--- config.mk ---
export PLATFORM = sky130hd
export DESIGN_NAME = lcdbus_strobe_timer
export DESIGN_NICKNAME = d
export VERILOG_FILES = /design/src/rtl/lcdbus_pkg.sv /design/src/rtl/lcdbus_timing_decode.sv /design/src/rtl/lcdbus_ticker.sv /design/src/rtl/lcdbus_window.sv /design/src/rtl/lcdbus_strobe_timer.sv
export SDC_FILE = /design/constraint.sdc
export NUM_CORES = 1
export LEC_CHECK = 0
export BUFFER_PORTS_ARGS = -buffer_cell sky130_fd_sc_hd__buf_2
export CAP_MARGIN = 5
export CELL_PAD_IN_SITES_DETAIL_PLACEMENT = 1
export CELL_PAD_IN_SITES_GLOBAL_PLACEMENT = 1
export CORE_MARGIN = 2
export CORE_UTILIZATION = 32
export DETAILED_ROUTE_END_ITERATION = 10
export PLACE_DENSITY = 0.88
export SETUP_SLACK_MARGIN = 0.4
export SLEW_MARGIN = 10
export SYNTH_ARGS = -nofsm -noshare
export SYNTH_HDL_FRONTEND = slang
export SYNTH_SLANG_ARGS = --single-unit
--- constraint.sdc ---
create_clock -name clk -period 3 [get_ports clk]
set_clock_uncertainty 0.05 [all_clocks]
set_input_delay 0.15 -clock clk [delete_from_list [all_inputs] [get_ports clk]]
set_output_delay 0.15 -clock clk [all_outputs]
set_load 0.05 [all_outputs]
--- src/rtl/lcdbus_pkg.sv ---
// Shared layout constants and the decoded timing-set type for the
// parallel display strobe timer. The field positions are fixed by the
// timing words that software writes, so they live here and nowhere else.
package lcdbus_pkg;

    localparam int ON_W     = 4;                  // width of an "on" tick field
    localparam int OFF_W    = 6;                  // width of an "off"/cycle field
    localparam int SLOT_W   = ON_W + OFF_W;       // one strobe's on/off pair
    localparam int ONOFF_W  = 3 * SLOT_W;         // CS, WE, RE pairs
    localparam int ACC_LSB  = 22;                 // access tick position in cycle word
    localparam int CYC_W    = ACC_LSB + OFF_W;    // cycle word width
    localparam int NUM_DEV  = 2;                  // devices sharing the bus

    typedef enum logic [1:0] {
        OP_CMD   = 2'd0,
        OP_PARAM = 2'd1,
        OP_READ  = 2'd2,
        OP_READ2 = 2'd3
    } op_e;

    typedef struct packed {
        logic [ON_W-1:0]  cs_on;
        logic [OFF_W-1:0] cs_off;
        logic [ON_W-1:0]  we_on;
        logic [OFF_W-1:0] we_off;
        logic [ON_W-1:0]  re_on;
        logic [OFF_W-1:0] re_off;
        logic [OFF_W-1:0] we_cyc;
        logic [OFF_W-1:0] re_cyc;
        logic [OFF_W-1:0] acc;
    } tim_t;

endpackage

--- src/rtl/lcdbus_timing_decode.sv ---
// Splits one device's on/off word and cycle word into named tick fields.
// Assumes the field layout in lcdbus_pkg; bits [ACC_LSB-1:2*OFF_W] of the
// cycle word carry nothing the strobes use and are dropped here.
module lcdbus_timing_decode
    import lcdbus_pkg::*;
(
    input  logic [ONOFF_W-1:0] onoff,
    input  logic [CYC_W-1:0]   cyc,
    output tim_t               tim
);

    // Field extraction from the on/off word.
    always_comb begin
        tim.cs_on  = onoff[ON_W-1:0];
        tim.cs_off = onoff[SLOT_W-1:ON_W];
        tim.we_on  = onoff[SLOT_W+ON_W-1:SLOT_W];
        tim.we_off = onoff[2*SLOT_W-1:SLOT_W+ON_W];
        tim.re_on  = onoff[2*SLOT_W+ON_W-1:2*SLOT_W];
        tim.re_off = onoff[3*SLOT_W-1:2*SLOT_W+ON_W];
        tim.we_cyc = cyc[OFF_W-1:0];
        tim.re_cyc = cyc[2*OFF_W-1:OFF_W];
        tim.acc    = cyc[CYC_W-1:ACC_LSB];
    end

    wire unused_gap = ^cyc[ACC_LSB-1:2*OFF_W];

endmodule

--- src/rtl/lcdbus_ticker.sv ---
// Transfer sequencer: counts ticks from 0 up to len-1, each tick lasting
// one or two clocks. Exposes both the registered and the next-state tick
// so strobe flops can be loaded in step with the counter.
// Assumes start is only raised while idle; len and the doubling flag are
// latched at start and held for the whole transfer.
module lcdbus_ticker
    import lcdbus_pkg::*;
(
    input  logic             clk,
    input  logic             rst_n,
    input  logic             start,
    input  logic             dbl,
    input  logic [OFF_W-1:0] len_in,
    output logic             busy,
    output logic [OFF_W-1:0] tick,
    output logic             first,
    output logic             busy_nx,
    output logic [OFF_W-1:0] tick_nx
);

    logic             busy_q, ph_q, ph_nx, dbl_q;
    logic [OFF_W-1:0] tick_q, len_q;

    // Next tick, phase and busy state.
    always_comb begin
        busy_nx = busy_q;
        tick_nx = tick_q;
        ph_nx   = ph_q;
        if (busy_q) begin
            if (ph_q == dbl_q) begin
                ph_nx = 1'b0;
                if (tick_q == len_q - OFF_W'(1)) begin
                    busy_nx = 1'b0;
                    tick_nx = '0;
                end else begin
                    tick_nx = tick_q + OFF_W'(1);
                end
            end else begin
                ph_nx = 1'b1;
            end
        end else if (start) begin
            busy_nx = 1'b1;
            tick_nx = '0;
            ph_nx   = 1'b0;
        end
    end

    // State registers; length and doubling latched at start.
    always_ff @(posedge clk) begin
        if (!rst_n) begin
            busy_q <= 1'b0;
            tick_q <= '0;
            ph_q   <= 1'b0;
            dbl_q  <= 1'b0;
            len_q  <= OFF_W'(1);
        end else begin
            busy_q <= busy_nx;
            tick_q <= tick_nx;
            ph_q   <= ph_nx;
            if (start && !busy_q) begin
                dbl_q <= dbl;
                len_q <= (len_in == '0) ? OFF_W'(1) : len_in;
            end
        end
    end

    assign busy  = busy_q;
    assign tick  = tick_q;
    assign first = ~ph_q;

    a_r3_starts_at_zero: assert property (@(posedge clk) disable iff (!rst_n)
        $rose(busy_q) |-> (tick_q == '0 && !ph_q));
    a_r3_within_length: assert property (@(posedge clk) disable iff (!rst_n)
        busy_q |-> (tick_q < len_q));
    a_r4_single_phase: assert property (@(posedge clk) disable iff (!rst_n)
        (busy_q && !dbl_q) |-> !ph_q);

endmodule

--- src/rtl/lcdbus_window.sv ---
// One strobe: a flop that is set while the upcoming tick lies in
// [t_on, t_off) and the enable is high. Inputs are next-state values so
// the flop output lines up with the ticker's registered tick.
module lcdbus_window #(
    parameter int ON_BITS  = 4,
    parameter int OFF_BITS = 6
) (
    input  logic                clk,
    input  logic                rst_n,
    input  logic                en_nx,
    input  logic [OFF_BITS-1:0] tick_nx,
    input  logic [ON_BITS-1:0]  t_on,
    input  logic [OFF_BITS-1:0] t_off,
    output logic                act
);

    // Window compare registered into the strobe flop.
    always_ff @(posedge clk) begin
        if (!rst_n) act <= 1'b0;
        else        act <= en_nx && (tick_nx >= OFF_BITS'(t_on)) && (tick_nx < t_off);
    end

endmodule

--- src/rtl/lcdbus_strobe_timer.sv ---
// Parallel display bus strobe timer (top). Accepts one command, parameter
// or read request at a time, latches the selected device's timing set and
// plays the chip-select, write, read and A0 strobes against the tick count.
// Assumes the programmed set obeys off > on for each strobe, CS off at
// least both write off and read off, cycle lengths at least their off
// ticks, and access tick above read on; the block does not repair them.
module lcdbus_strobe_timer
    import lcdbus_pkg::*;
#(
    parameter int DATA_W = 16
) (
    input  logic               clk,
    input  logic               rst_n,
    input  logic               req_valid,
    output logic               req_ready,
    input  logic [1:0]         req_op,
    input  logic [DATA_W-1:0]  req_data,
    input  logic [1:0]         cs_select,
    input  logic [ONOFF_W-1:0] dev0_onoff,
    input  logic [CYC_W-1:0]   dev0_cycle,
    input  logic [ONOFF_W-1:0] dev1_onoff,
    input  logic [CYC_W-1:0]   dev1_cycle,
    input  logic [NUM_DEV-1:0] tick_x2,
    input  logic               pol_a0,
    input  logic               pol_re,
    input  logic               pol_we,
    input  logic               pol_cs,
    output logic [NUM_DEV-1:0] bus_cs,
    output logic               bus_we,
    output logic               bus_re,
    output logic               bus_a0,
    output logic [DATA_W-1:0]  bus_dout,
    output logic               bus_doe,
    input  logic [DATA_W-1:0]  bus_din,
    output logic [DATA_W-1:0]  rd_word
);

    logic [ONOFF_W-1:0] onoff_arr [NUM_DEV];
    logic [CYC_W-1:0]   cyc_arr   [NUM_DEV];
    tim_t               tim_set   [NUM_DEV];
    logic [NUM_DEV-1:0] hit_sel;

    assign onoff_arr[0] = dev0_onoff;
    assign onoff_arr[1] = dev1_onoff;
    assign cyc_arr[0]   = dev0_cycle;
    assign cyc_arr[1]   = dev1_cycle;

    for (genvar g = 0; g < NUM_DEV; g++) begin : g_dev
        lcdbus_timing_decode u_dec (
            .onoff (onoff_arr[g]),
            .cyc   (cyc_arr[g]),
            .tim   (tim_set[g])
        );
        assign hit_sel[g] = (cs_select == 2'(g + 1));
    end

    logic set_idx;
    tim_t tim_sel;
    assign set_idx = (cs_select == 2'd2);
    assign tim_sel = tim_set[set_idx];

    // Transfer length: longer of the kind's cycle length and CS off.
    logic [OFF_W-1:0] cyc_sel, len_sel;
    always_comb begin
        cyc_sel = req_op[1] ? tim_sel.re_cyc : tim_sel.we_cyc;
        len_sel = (cyc_sel > tim_sel.cs_off) ? cyc_sel : tim_sel.cs_off;
    end

    logic             busy, busy_nx, first, accept;
    logic [OFF_W-1:0] tick, tick_nx;

    assign req_ready = ~busy;
    assign accept    = req_valid & ~busy;

    lcdbus_ticker u_tick (
        .clk     (clk),
        .rst_n   (rst_n),
        .start   (accept),
        .dbl     (tick_x2[set_idx]),
        .len_in  (len_sel),
        .busy    (busy),
        .tick    (tick),
        .first   (first),
        .busy_nx (busy_nx),
        .tick_nx (tick_nx)
    );

    // Transfer context: kind, A0 level, addressed device, data, timing.
    logic               rd_q, rd_nx, a0_q, a0_nx;
    logic [NUM_DEV-1:0] hit_q, hit_nx;
    logic [DATA_W-1:0]  data_q;
    tim_t               tim_q, tim_nx;

    always_comb begin
        rd_nx  = accept ? req_op[1]                 : rd_q;
        a0_nx  = accept ? (op_e'(req_op) != OP_CMD) : a0_q;
        hit_nx = accept ? hit_sel                   : hit_q;
        tim_nx = accept ? tim_sel                   : tim_q;
    end

    // Context registers loaded on acceptance.
    always_ff @(posedge clk) begin
        if (!rst_n) begin
            rd_q   <= 1'b0;
            a0_q   <= 1'b0;
            hit_q  <= '0;
            data_q <= '0;
            tim_q  <= '0;
        end else begin
            rd_q  <= rd_nx;
            a0_q  <= a0_nx;
            hit_q <= hit_nx;
            tim_q <= tim_nx;
            if (accept) data_q <= req_data;
        end
    end

    logic               we_act, re_act;
    logic [NUM_DEV-1:0] cs_act;

    lcdbus_window #(.ON_BITS(ON_W), .OFF_BITS(OFF_W)) u_we (
        .clk (clk), .rst_n (rst_n),
        .en_nx (busy_nx & ~rd_nx), .tick_nx (tick_nx),
        .t_on (tim_nx.we_on), .t_off (tim_nx.we_off), .act (we_act)
    );

    lcdbus_window #(.ON_BITS(ON_W), .OFF_BITS(OFF_W)) u_re (
        .clk (clk), .rst_n (rst_n),
        .en_nx (busy_nx & rd_nx), .tick_nx (tick_nx),
        .t_on (tim_nx.re_on), .t_off (tim_nx.re_off), .act (re_act)
    );

    for (genvar g = 0; g < NUM_DEV; g++) begin : g_cs
        lcdbus_window #(.ON_BITS(ON_W), .OFF_BITS(OFF_W)) u_cs (
            .clk (clk), .rst_n (rst_n),
            .en_nx (busy_nx & hit_nx[g]), .tick_nx (tick_nx),
            .t_on (tim_nx.cs_on), .t_off (tim_nx.cs_off), .act (cs_act[g])
        );
    end

    // A0 level, data enable and read capture.
    logic              a0_act, doe_q;
    logic [DATA_W-1:0] rd_q_word;
    always_ff @(posedge clk) begin
        if (!rst_n) begin
            a0_act    <= 1'b0;
            doe_q     <= 1'b0;
            rd_q_word <= '0;
        end else begin
            a0_act <= busy_nx & a0_nx;
            doe_q  <= busy_nx & ~rd_nx & (tick_nx >= OFF_W'(tim_nx.we_on));
            if (busy && rd_q && first && tick == tim_q.acc)
                rd_q_word <= bus_din;
        end
    end

    assign bus_we   = we_act ~^ pol_we;
    assign bus_re   = re_act ~^ pol_re;
    assign bus_cs   = cs_act ~^ {NUM_DEV{pol_cs}};
    assign bus_a0   = a0_act ^ pol_a0;
    assign bus_doe  = doe_q;
    assign bus_dout = data_q;
    assign rd_word  = rd_q_word;

    a_r6_no_drive_in_read: assert property (@(posedge clk) disable iff (!rst_n)
        (busy && rd_q) |-> !doe_q);
    a_r2_we_re_exclusive: assert property (@(posedge clk) disable iff (!rst_n)
        !(we_act && re_act));
    a_r9_cs_onehot0: assert property (@(posedge clk) disable iff (!rst_n)
        $onehot0(cs_act));
    a_r7_drive_only_in_write: assert property (@(posedge clk) disable iff (!rst_n)
        doe_q |-> (busy && !rd_q));
    a_r10_held_request_taken: assert property (@(posedge clk) disable iff (!rst_n)
        (req_valid && !busy) |=> busy);

endmodule

# Word level (Yosys, flattened, before mapping)
# Cells that the tools add are included.
# totals
in_bits	161
regBits	105
# classes
n_reduce_logical	16
mux	23
n_bitwise	15
magnitude_cmp	9
n_addsub	2
n_eq_ne	5
# op_table
operator	count
$mux 48	4
$mux 6	7
$ge 6x4->1	3
$lt 6x6->1	3
$eq 6x6->1	2
$logic_and 1x1->1	12
$mux 1	11
$and 1x1->1	7
$add 6x1->6 const B	1
$gt 6x6->1	1
$logic_not 6->1	1
$sub 6x1->6 const B	1
$reduce_bool 2->1	2
$not 1->1	3
$eq 2x1->1 const B	1
$eq 2x2->1 const B	1
$ge 2x2->1 const B	1
$lt 1x2->1 const B	1
$mux 2	1
$not 1->2	1
$xnor 1x1->1	2
$xnor 2x2->2	1
$eq 1x1->1	1
$logic_not 1->1	1
$xor 1x1->1	1

# Logic depth before layout (Yosys ltp)
# Gate-level depths: netlist (run 1).
# logic_depth
ltp_word	10
depth_mapped	16
depth_no_buf	16

# Modules after synthesis
# Synthesis (run 1) repeated with hierarchy kept, for this count alone.
# hier_totals
cells_unflattened	744
hier_area_um2	6376.1
# by_module_without_submodules
module	cells_each	n_inst	area_per_inst_um2
lcdbus_strobe_timer	416	1	3754.9
lcdbus_window	31	4	255.2
lcdbus_ticker	108	1	879.6
lcdbus_timing_decode	48	2	360.3

# Worst setup path before layout (run 1)
# No wires, ideal clock.
# synth_timing
path_type	register -> register
startpoint	reg u_tick.len_q[0]
endpoint	reg u_we.act
n_path_buf	0
stages_incl_launch_ff	15
t_arrival_ns	3.178
synth_period_minus_slack_ns	3.351
required_time_ns	2.826
setup_ns	0.124
slack_ns	-0.351
cell_sequence	dfxtp_1 -> inv_1 -> ha_1 -> and2_1 -> o21ai_0 -> nand4_1 -> or3_1 -> and3_1 -> a21oi_1 -> o21ai_0 -> ha_1 -> a2111oi_0 -> a211oi_2 -> o311a_1 -> nor4b_4
# synth_via
elab_chain_cells	8
word_cells_on_any_way	13
# synth_lines
element	line_no	source
start, declared	lcdbus_ticker.sv:22	logic [OFF_W-1:0] tick_q, len_q;
start signal, assigned	lcdbus_ticker.sv:62	len_q <= (len_in == '0) ? OFF_W'(1) : len_in;
$sub 6x1->6 *	lcdbus_ticker.sv:32	if (tick_q == len_q - OFF_W'(1)) begin
$eq 6x6->1 *	lcdbus_ticker.sv:32	
$mux 6 *	lcdbus_ticker.sv:32	
$mux 6 *	lcdbus_ticker.sv:30	if (ph_q == dbl_q) begin
$mux 6 *	lcdbus_ticker.sv:29	if (busy_q) begin
net g_cs[0].u_cs.tick_nx[1]	lcdbus_window.sv:11	input logic [OFF_BITS-1:0] tick_nx,
$ge 6x4->1	lcdbus_window.sv:20	else act <= en_nx && (tick_nx >= OFF_BITS'(t_on)) && (tick_nx < t_off);
$logic_and 1x1->1	lcdbus_window.sv:20	
$logic_and 1x1->1 *	lcdbus_window.sv:20	
end signal, assigned	lcdbus_window.sv:20	
end, declared	lcdbus_window.sv:14	output logic act
# Mark *: on every way through the listed nets, which the timed path passes. The rest lies on a longest branch.
# A chain may end at the register's enable or synchronous reset.

# Worst setup path after layout (run 1)
# layout_timing
startpoint	reg u_tick.len_q[0]
endpoint	reg g_cs[0].u_cs.act
# layout_via
elab_chain_cells	8
word_cells_on_any_way	13
# layout_lines
element	line_no
$sub 6x1->6 *	lcdbus_ticker.sv:32
$eq 6x6->1 *	lcdbus_ticker.sv:32
$mux 6 *	lcdbus_ticker.sv:32
$mux 6 *	lcdbus_ticker.sv:30
$mux 6 *	lcdbus_ticker.sv:29
net g_cs[0].u_cs.tick_nx[4]	lcdbus_window.sv:11
$ge 6x4->1	lcdbus_window.sv:20
$logic_and 1x1->1	lcdbus_window.sv:20
$logic_and 1x1->1 *	lcdbus_window.sv:20
end signal, assigned	lcdbus_window.sv:20
end, declared	lcdbus_window.sv:14
# Marks and branches as above.

==> results.yml, run 1 <==
outcome:
  status: "finished, violations left"
  violations: "setup timing"
finish:
  drive_gt1_share_pct: 40.32
  utilization_pct: 49.00
  final_cells: 1033
  fill_cells: 1797
  register_area_mm2: 0.001871
  multi_input_area_mm2: 0.003297
  nets: 1008
  area_growth_pct: 49.41
clock_tree:
  root_buffer: "clkbuf_16"
  clock_latency_ps: 360
  numCtsBuffers: 9
  clkTransAtPathRegs_ps: 70
  h-tree-depth: 3
  cts_tree: "built"
  clock-sinks: 93
  cts_buffer_depth: 2
synth:
  netlist_instances: 571
  yosys-top-cells-area: "dfxtp_1, mux2i_1, ha_1"
  synth_common_cells: "nor2_1, dfxtp_1, mux2i_1, a21oi_1, nand2_1"
  async_flop_share_pct: 0
  yosysTopAreaCell: "dfxtp_1"
  avgSynthCellArea_um2: 8.763
  ys_warn_count: 0
  synth_flop_cell: "dfxtp_1"
  synth_compound_area_share_pct: 14.63
  synthAdderAreaFrac_pct: 7.752
  netlist.area_leader.share_pct: 37.21
  syn-num-nets: 763
  ys_seq_elements: 93
  synth-simple-area-share_pct: 18.50
  ys_types: 56
  yosysSeqAreaShare_pct: 37.21
  synthMuxAreaShare_pct: 13.70
  synth_edf_count: 0
  yosysMostFrequentCell: "nor2_1"
  synth-xor-area-share_pct: 3.976
  synth_top_family_by_area: "simple AND/OR/NAND/NOR gates"
  synth_area_mm2: 0.005004
route:
  vias: 5384
  drt_iter0_drc: 214
  vias_per_cell: 5.212
  wl_mm: 19.74
  post-route-drc-count: 0
  dr.pass1.iters: 5
  antenna_left: 0
  wire_per_inst_um: 19.11
setup_path:
  crit_chain: "inv_4 > ha_4 > and2_4 > o21a_1 > o32ai_4 > buf_4 > o41ai_4 > buf_4 > o21ai_0 > buf_4 > ha_1 > a211oi_2 > o311ai_4 > a311oi_2"
  crit_path_top_delay_cell: "o41ai_4"
  critPathMaxFanout: 4
  worstPathRequired_ps: 3220
  startpoint_type: "flop"
  end_kind: "flop"
  crit_type: "reg2reg"
  crit_top_cell: "buf_4"
  max_stage_delay_ps: 390
  worst_ep_arrival_time_ps: 3390
timing:
  hold_viol_final: 0
  rsz0062_at_grt: "true"
  fin_crit_ps: 3177
  slew_violations: 0
  fin_ws_ps: -176.7
  slew_headroom_pct: 53.24
  tightest_slew_ps: 696.4
  hold_ws_ps: 11.48
  setup_viol: 5
  max_freq_ghz: 0.3148
  finalCritPeriodShare_pct: 105.9
place:
  place.port_buffers: 179
  placedCellCount: 960
  dp_hpwl_mm: 11.91
  gp_congestion: 0.8536
power:
  p_leak_nw: 3.397
  ir_drop_v: 0.0002871
  cellPowerDensity_mw_per_mm2: 475.2
  total_power_mw: 3.553
global_routing:
  grt_antenna_before_repair: 0
  grt_pass1_wl_mm: 26.96
  grt.total_usage_pct: 20.84
  first_global_vias: 5402
  grt_max_degree: 31
  grt-ovfl-total: 0
run:
  drv_cap: 0
floorplanning:
  die_area_mm2: 0.01665
  die_width_um: 129.0
  die_h_um: 129.0
  rows: 45
  io-pin-count: 200
  initial_core_util_pct: 32.79
  coreArea_mm2: 0.01526
min_path:
  min_path_type: "in2reg"
## layer usage
metal	up-vias	wire [um]	GRT usage, %
met3	57	1183	5.078
met2	229	10370	38.50
met4	0	747	7.417
met5	-	0	0
li1	2486	-	-
met1	2612	7439	23.27
## layout by cell type (no fill, tap or decap), types with 8 or more instances in the layout
cell type,instances
a21oi_1,49
nand3_1,8
nand2_1,49
xnor2_1,12
mux2i_1,54
ha_4,9
nor2_1,93
buf_2,179
dfxtp_1,90
dlygate4sd3_1,31
clkbuf_16,9
buf_4,54
o21ai_0,8
a211oi_1,9
and2_1,8
ha_1,21
## stage by stage
step | instance area (um2) | TNS (ps) | setup WS (ps)
final | 7476 | -670.6 | -176.7
after global placement | 6379 | -2.024 | -2.024
after global routing | 7473 | -1473 | -363.1
after CTS | 7084 | -377.6 | -112.2
after floorplan | 5132 | 0 | 31.82
after detailed placement | 6379 | -361.1 | -120.7
## final cells by class
type | instances | share of cell area [%]
Clock buffer | 9 | 3.013
Clock inverter | 7 | 0.6862
Multi-Input combinational cell | 431 | 44.10
Sequential cell | 93 | 25.02
Tap cell | 211 | 3.531
Antenna cell | 1 | 0.03347
Timing Repair Buffer | 270 | 22.98
Inverter | 11 | 0.6360
## flip-flops by register name, indices dropped and copies added (netlist names)
| signal | flops |
|---|---|
| rd_q | 1 |
| bus_dout | 16 |
| u_we.act | 1 |
| a0_q | 1 |
| rd_word | 16 |
| g_cs.u_cs.act | 2 |
| a0_act | 1 |
| u_tick.tick | 6 |
| u_tick.dbl_q | 1 |
| hit_q | 2 |
| u_tick.len_q | 6 |
| tim_q | 36 |
| u_tick.busy | 1 |
| bus_doe | 1 |
| u_re.act | 1 |
| u_tick.ph_q | 1 |
## power by group
part | internal (mW) | switching, mW
Sequential | 1.31 | 0.0527
Combinational | 0.468 | 0.624
Clock | 0.565 | 0.530
Total | 2.35 | 1.21
## final timing paths
path,start,endpoint,slack (ps),cells past startpoint
worst min register to register,bus_dout[14],bus_dout[14],400,2
worst max-delay path,u_tick.len_q[0],g_cs[0].u_cs.act,-180,14
worst min-delay path,req_data[5],bus_dout[5],10,3
worst max register to register,u_tick.len_q[0],g_cs[0].u_cs.act,-180,14
## cell families after synthesis
family,after synthesis
flops,93
fa+ha+maj,31
simple gates,204
mux,61
compound gates,114
xor+xnor,21
buf+inv,47
## worst max-delay path, delay by kind of cell (launching register included)
| family | cells | cell delay, ps |
|---|---|---|
| DFF | 1 | 380 |
| buffers and inverters | 4 | 650 |
| adders and majority gates | 2 | 320 |
| AOI/OAI and AO/OA | 7 | 1550 |
| and+or+nand+nor | 1 | 150 |
## timing repair
action,4_1_cts,5_1_grt
endpoints found under the hold margin,31,0
setup endpoints to repair,6,9
buffers inserted,3,21
resized for setup,13,42
pin swaps,15,22
gates cloned,1,0
hold buffers,31,0
No activity file was read; power rests on OpenSTA's default activity.
==> inputs of run 2 (changes only) <==
- ABC_AREA: not set -> 1
- CORE_UTILIZATION: 32 -> 30
- PLACE_DENSITY: 0.88 -> 0.87
==> run 2 against run 1 <==
The run now ends clean. Register-to-register slack improved by 570 ps. Power rose by 4.7%. Design area fell by 6.2%. Critical endpoint is now u_we.act. Highest routed layer unchanged.
==> results.yml, run 2 <==
outcome:
  status: "finished clean"
timing:
  tightest_slew_ps: 578.6
  setup_viol: 0
  max_freq_ghz: 0.3832
  slew_violations: 0
  slew_headroom_pct: 61.02
  fin_crit_ps: 2610
  hold_viol_final: 0
  rsz0062_at_grt: "true"
  setup_tns_ps: 0
  finalCritPeriodShare_pct: 86.98
floorplanning:
  die_width_um: 133.8
  die_h_um: 133.8
  coreArea_mm2: 0.01652
  rows: 47
  initial_core_util_pct: 30.59
  die_area_mm2: 0.01790
  io-pin-count: 200
setup_path:
  critPathMaxFanout: 6
  startpoint_type: "flop"
  end_kind: "flop"
  worst_ep_arrival_time_ps: 2850
  worstPathRequired_ps: 3240
  crit_type: "reg2reg"
route:
  antenna_left: 0
  vias: 5640
  post-route-drc-count: 0
  dr.pass1.iters: 4
  drt-met1-wl_mm: 7.460
  drt_iter0_drc: 269
  vias_per_cell: 4.887
  wire_per_inst_um: 16.14
  top_layer_used: "met4"
  wl_mm: 18.63
  wl_met2_mm: 9.644
  wl_met3_um: 688
synth:
  synth_common_cells: "nand2_1, nor2_1, o21ai_0, dfxtp_1, inv_1"
  yosysMostFrequentCell: "nand2_1"
  synth_edf_count: 0
  ys_types: 41
  avgSynthCellArea_um2: 6.934
  ys_seq_elements: 93
  synth_flop_cell: "dfxtp_1"
  ys_warn_count: 0
  syn-num-nets: 921
  netlist.area_leader.share_pct: 36.83
  yosysTopAreaCell: "dfxtp_1"
  synth_area_mm2: 0.005055
  async_flop_share_pct: 0
  yosys-top-cells-area: "dfxtp_1, nand2_1, nor2_1"
  yosysSeqAreaShare_pct: 36.83
  netlist_instances: 729
clock_tree:
  clkTransAtPathRegs_ps: 70
  clock-sinks: 93
  cts_buffer_depth: 2
  numCtsBuffers: 9
  clock_latency_ps: 350
  cts_tree: "built"
  root_buffer: "clkbuf_16"
  h-tree-depth: 3
global_routing:
  grt.total_usage_pct: 20.34
  grt-ovfl-total: 0
  grt_max_degree: 49
  grt_pass1_wl_mm: 28.93
  first_global_vias: 5866
  grt_antenna_before_repair: 2
finish:
  area_growth_pct: 38.76
  drive_gt1_share_pct: 28.68
  final_cell_mix: "buf_2, nand2_1, nor2_1"
  largest_register_ffs: 36
  fill_cells: 2128
  final_common_cell: "buf_2"
  fin_area_mm2: 0.007014
  regMostFlops: "tim_q"
  nets: 1119
power:
  cellPowerDensity_mw_per_mm2: 530.4
  p_leak_nw: 3.465
  ir_drop_v: 0.0002703
place:
  dp_hpwl_mm: 12.67
  place.port_buffers: 179
  gp_congestion: 0.8424
  place_area_mm2: 0.006155
run:
  drv_cap: 0
min_path:
  min_path_type: "in2reg"
-- run 2: power breakdown --
part / total (mW) / internal, mW / switching (mW)
combinational: 1.05 / 0.368 / 0.677
clock: 1.28 / 0.774 / 0.504
sequential: 1.40 / 1.34 / 0.0556
-- run 2: cells by family (layout without fill, tap and decap cells) --
group / after synthesis / count (layout) / synth area share [%]
AO/OA/AOI/OAI: 144 / 144 / 15.37
XOR/XNOR: 13 / 13 / 2.401
adder cells (fa/ha/maj): 31 / 31 / 7.673
buffers and inverters: 96 / 298 / 7.921
flip-flops: 93 / 93 / 36.83
multiplexers: 5 / 5 / 0.9901
other: 0 / 3 / 0
AND/OR/NAND/NOR: 347 / 347 / 28.81
-- run 2: final timing paths --
| check | from | cells after the start | to | slack, ps |
|---|---|---|---|---|
| max | u_tick.len_q[1] | 19 | u_we.act | 390 |
| min reg2reg | rd_word[2] | 2 | rd_word[2] | 430 |
| min | bus_din[8] | 3 | rd_word[8] | 10 |
| max reg2reg | u_tick.len_q[1] | 19 | u_we.act | 390 |
-- run 2: metal layers --
metal / global-route usage (%) / vias up
li1: - / 2780
met1: 23.17 / 2661
met2: 35.81 / 145
met3: 5.253 / 54
met4: 9.043 / 0
met5: 0 / -
-- run 2: repair_timing --
action | 4_1_cts | 5_1_grt
cloned | 0 | 0
buffers inserted | 0 | 5
endpoints found under the hold margin | 25 | 0
hold buffers | 25 | 0
setup endpoints to repair | 5 | 6
gates resized for setup | 12 | 34
pin swaps | 2 | 19
-- run 2: worst max-delay path: stages (launching register included) --
cell and delay [ps]:
dfxtp_2 350, inv_2 50, ha_4 260, inv_2 30
nand2_1 50, nand2_1 60, nor2_2 100, nand3_1 80
nor2_2 130, nand3_2 110, nand2_2 100, nand2_4 90
nand3_4 110, nand2_8 90, ha_1 210, a21oi_1 190
nor2_1 100, a211oi_2 190, nand2_1 80, nor2_1 100
-- run 2: area by class of cell --
class | count | area [um2] | area share, %
sequential | 93 | 1864 | 26.58
multi-input combinational | 540 | 3028 | 43.17
antenna | 3 | 7.507 | 0.1070
tap | 220 | 275.3 | 3.924
inverter | 61 | 232.7 | 3.318
clock inverter | 3 | 68.82 | 0.9811
clock buffer | 12 | 256.5 | 3.657
timing repair buffer | 222 | 1281 | 18.27
-- run 2: stage by stage --
| step | hold slack (ps) | power [mW] | cells | util (%) | worst slack (ps) |
|---|---|---|---|---|---|
| after CTS | 5.676 | 3.676 | 1146 | 41.02 | 396.3 |
| after detailed placement | 330.3 | 2.354 | 1106 | 37.25 | 181.6 |
| after global routing | 0.2284 | 3.933 | 1153 | 42.43 | 198.6 |
| after floorplan | 234.9 | 2.058 | 729 | - | 678.0 |
| after global placement | 320.3 | 2.320 | 1106 | 37.25 | 339.6 |
| final | 14.07 | 3.720 | 1154 | 42.45 | 390.5 |
==> inputs of run 3 (changes only) <==
- REMOVE_ABC_BUFFERS: not set -> 1
==> run 3 against run 2 <==
Register-to-register slack improved by 120 ps. Wire length fell by 6.5%. Worst hold slack improved by 2.7 ps. Critical endpoint is now u_re.act. Largest cell class unchanged.
==> results.yml, run 3 (synthesis gave the netlist of run 2 again) <==
finish:
  final_common_cell: "buf_2"
  area_growth_pct: 39.16
  fill_cells: 2095
  nets: 1119
  antenna_cells: 0
  utilization_pct: 42.57
  final_cell_mix: "buf_2, nor2_1, nand2_1"
  drive_gt1_share_pct: 29.29
  largest_register_ffs: 36
  fin_area_mm2: 0.007034
  regMostFlops: "tim_q"
  final_cells: 1152
global_routing:
  grt.total_usage_pct: 18.95
  grt_max_degree: 44
  grt-ovfl-total: 0
  grt_antenna_before_repair: 2
  first_global_vias: 5769
  grt_pass1_wl_mm: 27.40
timing:
  finalCritPeriodShare_pct: 83.12
  setup_viol: 0
  rsz0062_at_grt: "true"
  slew_violations: 0
  setup_tns_ps: 0
  hold_ws_ps: 16.74
  slew_headroom_pct: 64.24
  fin_ws_ps: 506.3
  fin_crit_ps: 2494
  hold_viol_final: 0
  tightest_slew_ps: 530.7
  max_freq_ghz: 0.4010
setup_path:
  startpoint_type: "flop"
  end_kind: "flop"
  critPathMaxFanout: 5
  worstPathRequired_ps: 3200
  crit_type: "reg2reg"
  worst_ep_arrival_time_ps: 2690
place:
  gp_congestion: 0.8235
  place_area_mm2: 0.006162
  place.port_buffers: 179
  dp_hpwl_mm: 12.14
  placedCellCount: 1107
  pre_cts_slack_ps: 217.9
clock_tree:
  cts_tree: "built"
  clock_latency_ps: 350
  clock-sinks: 93
  clkTransAtPathRegs_ps: 70
  numCtsBuffers: 9
  root_buffer: "clkbuf_16"
  cts_buffer_depth: 2
  h-tree-depth: 3
outcome:
  status: "finished clean"
route:
  drt_iter0_drc: 172
  wire_per_inst_um: 15.12
  dr.pass1.iters: 4
  wl_mm: 17.41
  antenna_left: 0
  post-route-drc-count: 0
  vias_per_cell: 4.773
  vias: 5499
power:
  ir_drop_v: 0.0002905
  cellPowerDensity_mw_per_mm2: 552.2
  p_leak_nw: 3.498
  total_power_mw: 3.884
floorplanning:
  coreArea_mm2: 0.01652
  die_width_um: 133.8
  die_h_um: 133.8
  die_area_mm2: 0.01790
  initial_core_util_pct: 30.59
  io-pin-count: 200
  rows: 47
min_path:
  min_path_type: "in2reg"
run:
  drv_cap: 0
==> run 3: cell count changes in the layout (fill, tap and decap cells not counted), sizes merged <==
cell / change
clkbuf: -1
bufinv: +2
buf: +5
diode: -3
clkinv: -2
dlygate4sd3: -5
inv: +2
==> run 3: timing repair <==
item | in CTS | in global routing
pin swaps | 1 | 9
gates resized for setup | 6 | 36
buffers inserted | 1 | 8
hold buffers | 20 | 0
setup endpoints to repair | 5 | 11
hold endpoints to repair | 20 | 0
==> run 3: cell type report <==
type,count,area [um2],share of cell area (%)
multi-input cells,540,3009,42.78
flip-flops and latches,93,1864,26.50
repair buffers,222,1272,18.09
well taps,220,275.3,3.913
clock buffers,11,252.7,3.593
inverters,61,231.5,3.291
clock inverters,5,128.9,1.832
==> run 3: power breakdown <==
group / internal [mW] / switching (mW)
combinational: 0.372 / 0.660
sequential: 1.34 / 0.0581
clock: 0.948 / 0.506
==> run 3: per-layer routing <==
layer | up-vias | global-route usage, % | share of wire, %
met5 | - | 0 | 0.12
met4 | 4 | 5.024 | 1.2
met1 | 2591 | 21.37 | 42
met3 | 20 | 4.119 | 4.0
li1 | 2770 | - | -
met2 | 114 | 35.81 | 53
==> run 3: worst max-delay path: stages, from the launching register on <==
cell and delay, ps:
dfxtp_2 350, inv_4 50, ha_4 270, inv_2 30
nand2_1 50, nand2_1 50, nor2_1 90, nand3_1 80
nor2_2 140, nand3_2 110, nand2_2 110, nand2_4 90
nand2_4 100, nand2_8 90, ha_4 310, nand2_1 70
o2111ai_2 170, o21bai_1 130, nor2_1 50
==> run 3: worst paths after layout <==
kind,from,to,slack [ps],depth (start not counted)
worst max register to register,u_tick.len_q[0],u_re.act,510,18
worst min-delay path,bus_din[2],rd_word[2],20,3
worst max-delay path,u_tick.len_q[0],u_re.act,510,18
worst min register to register,rd_word[2],rd_word[2],430,2
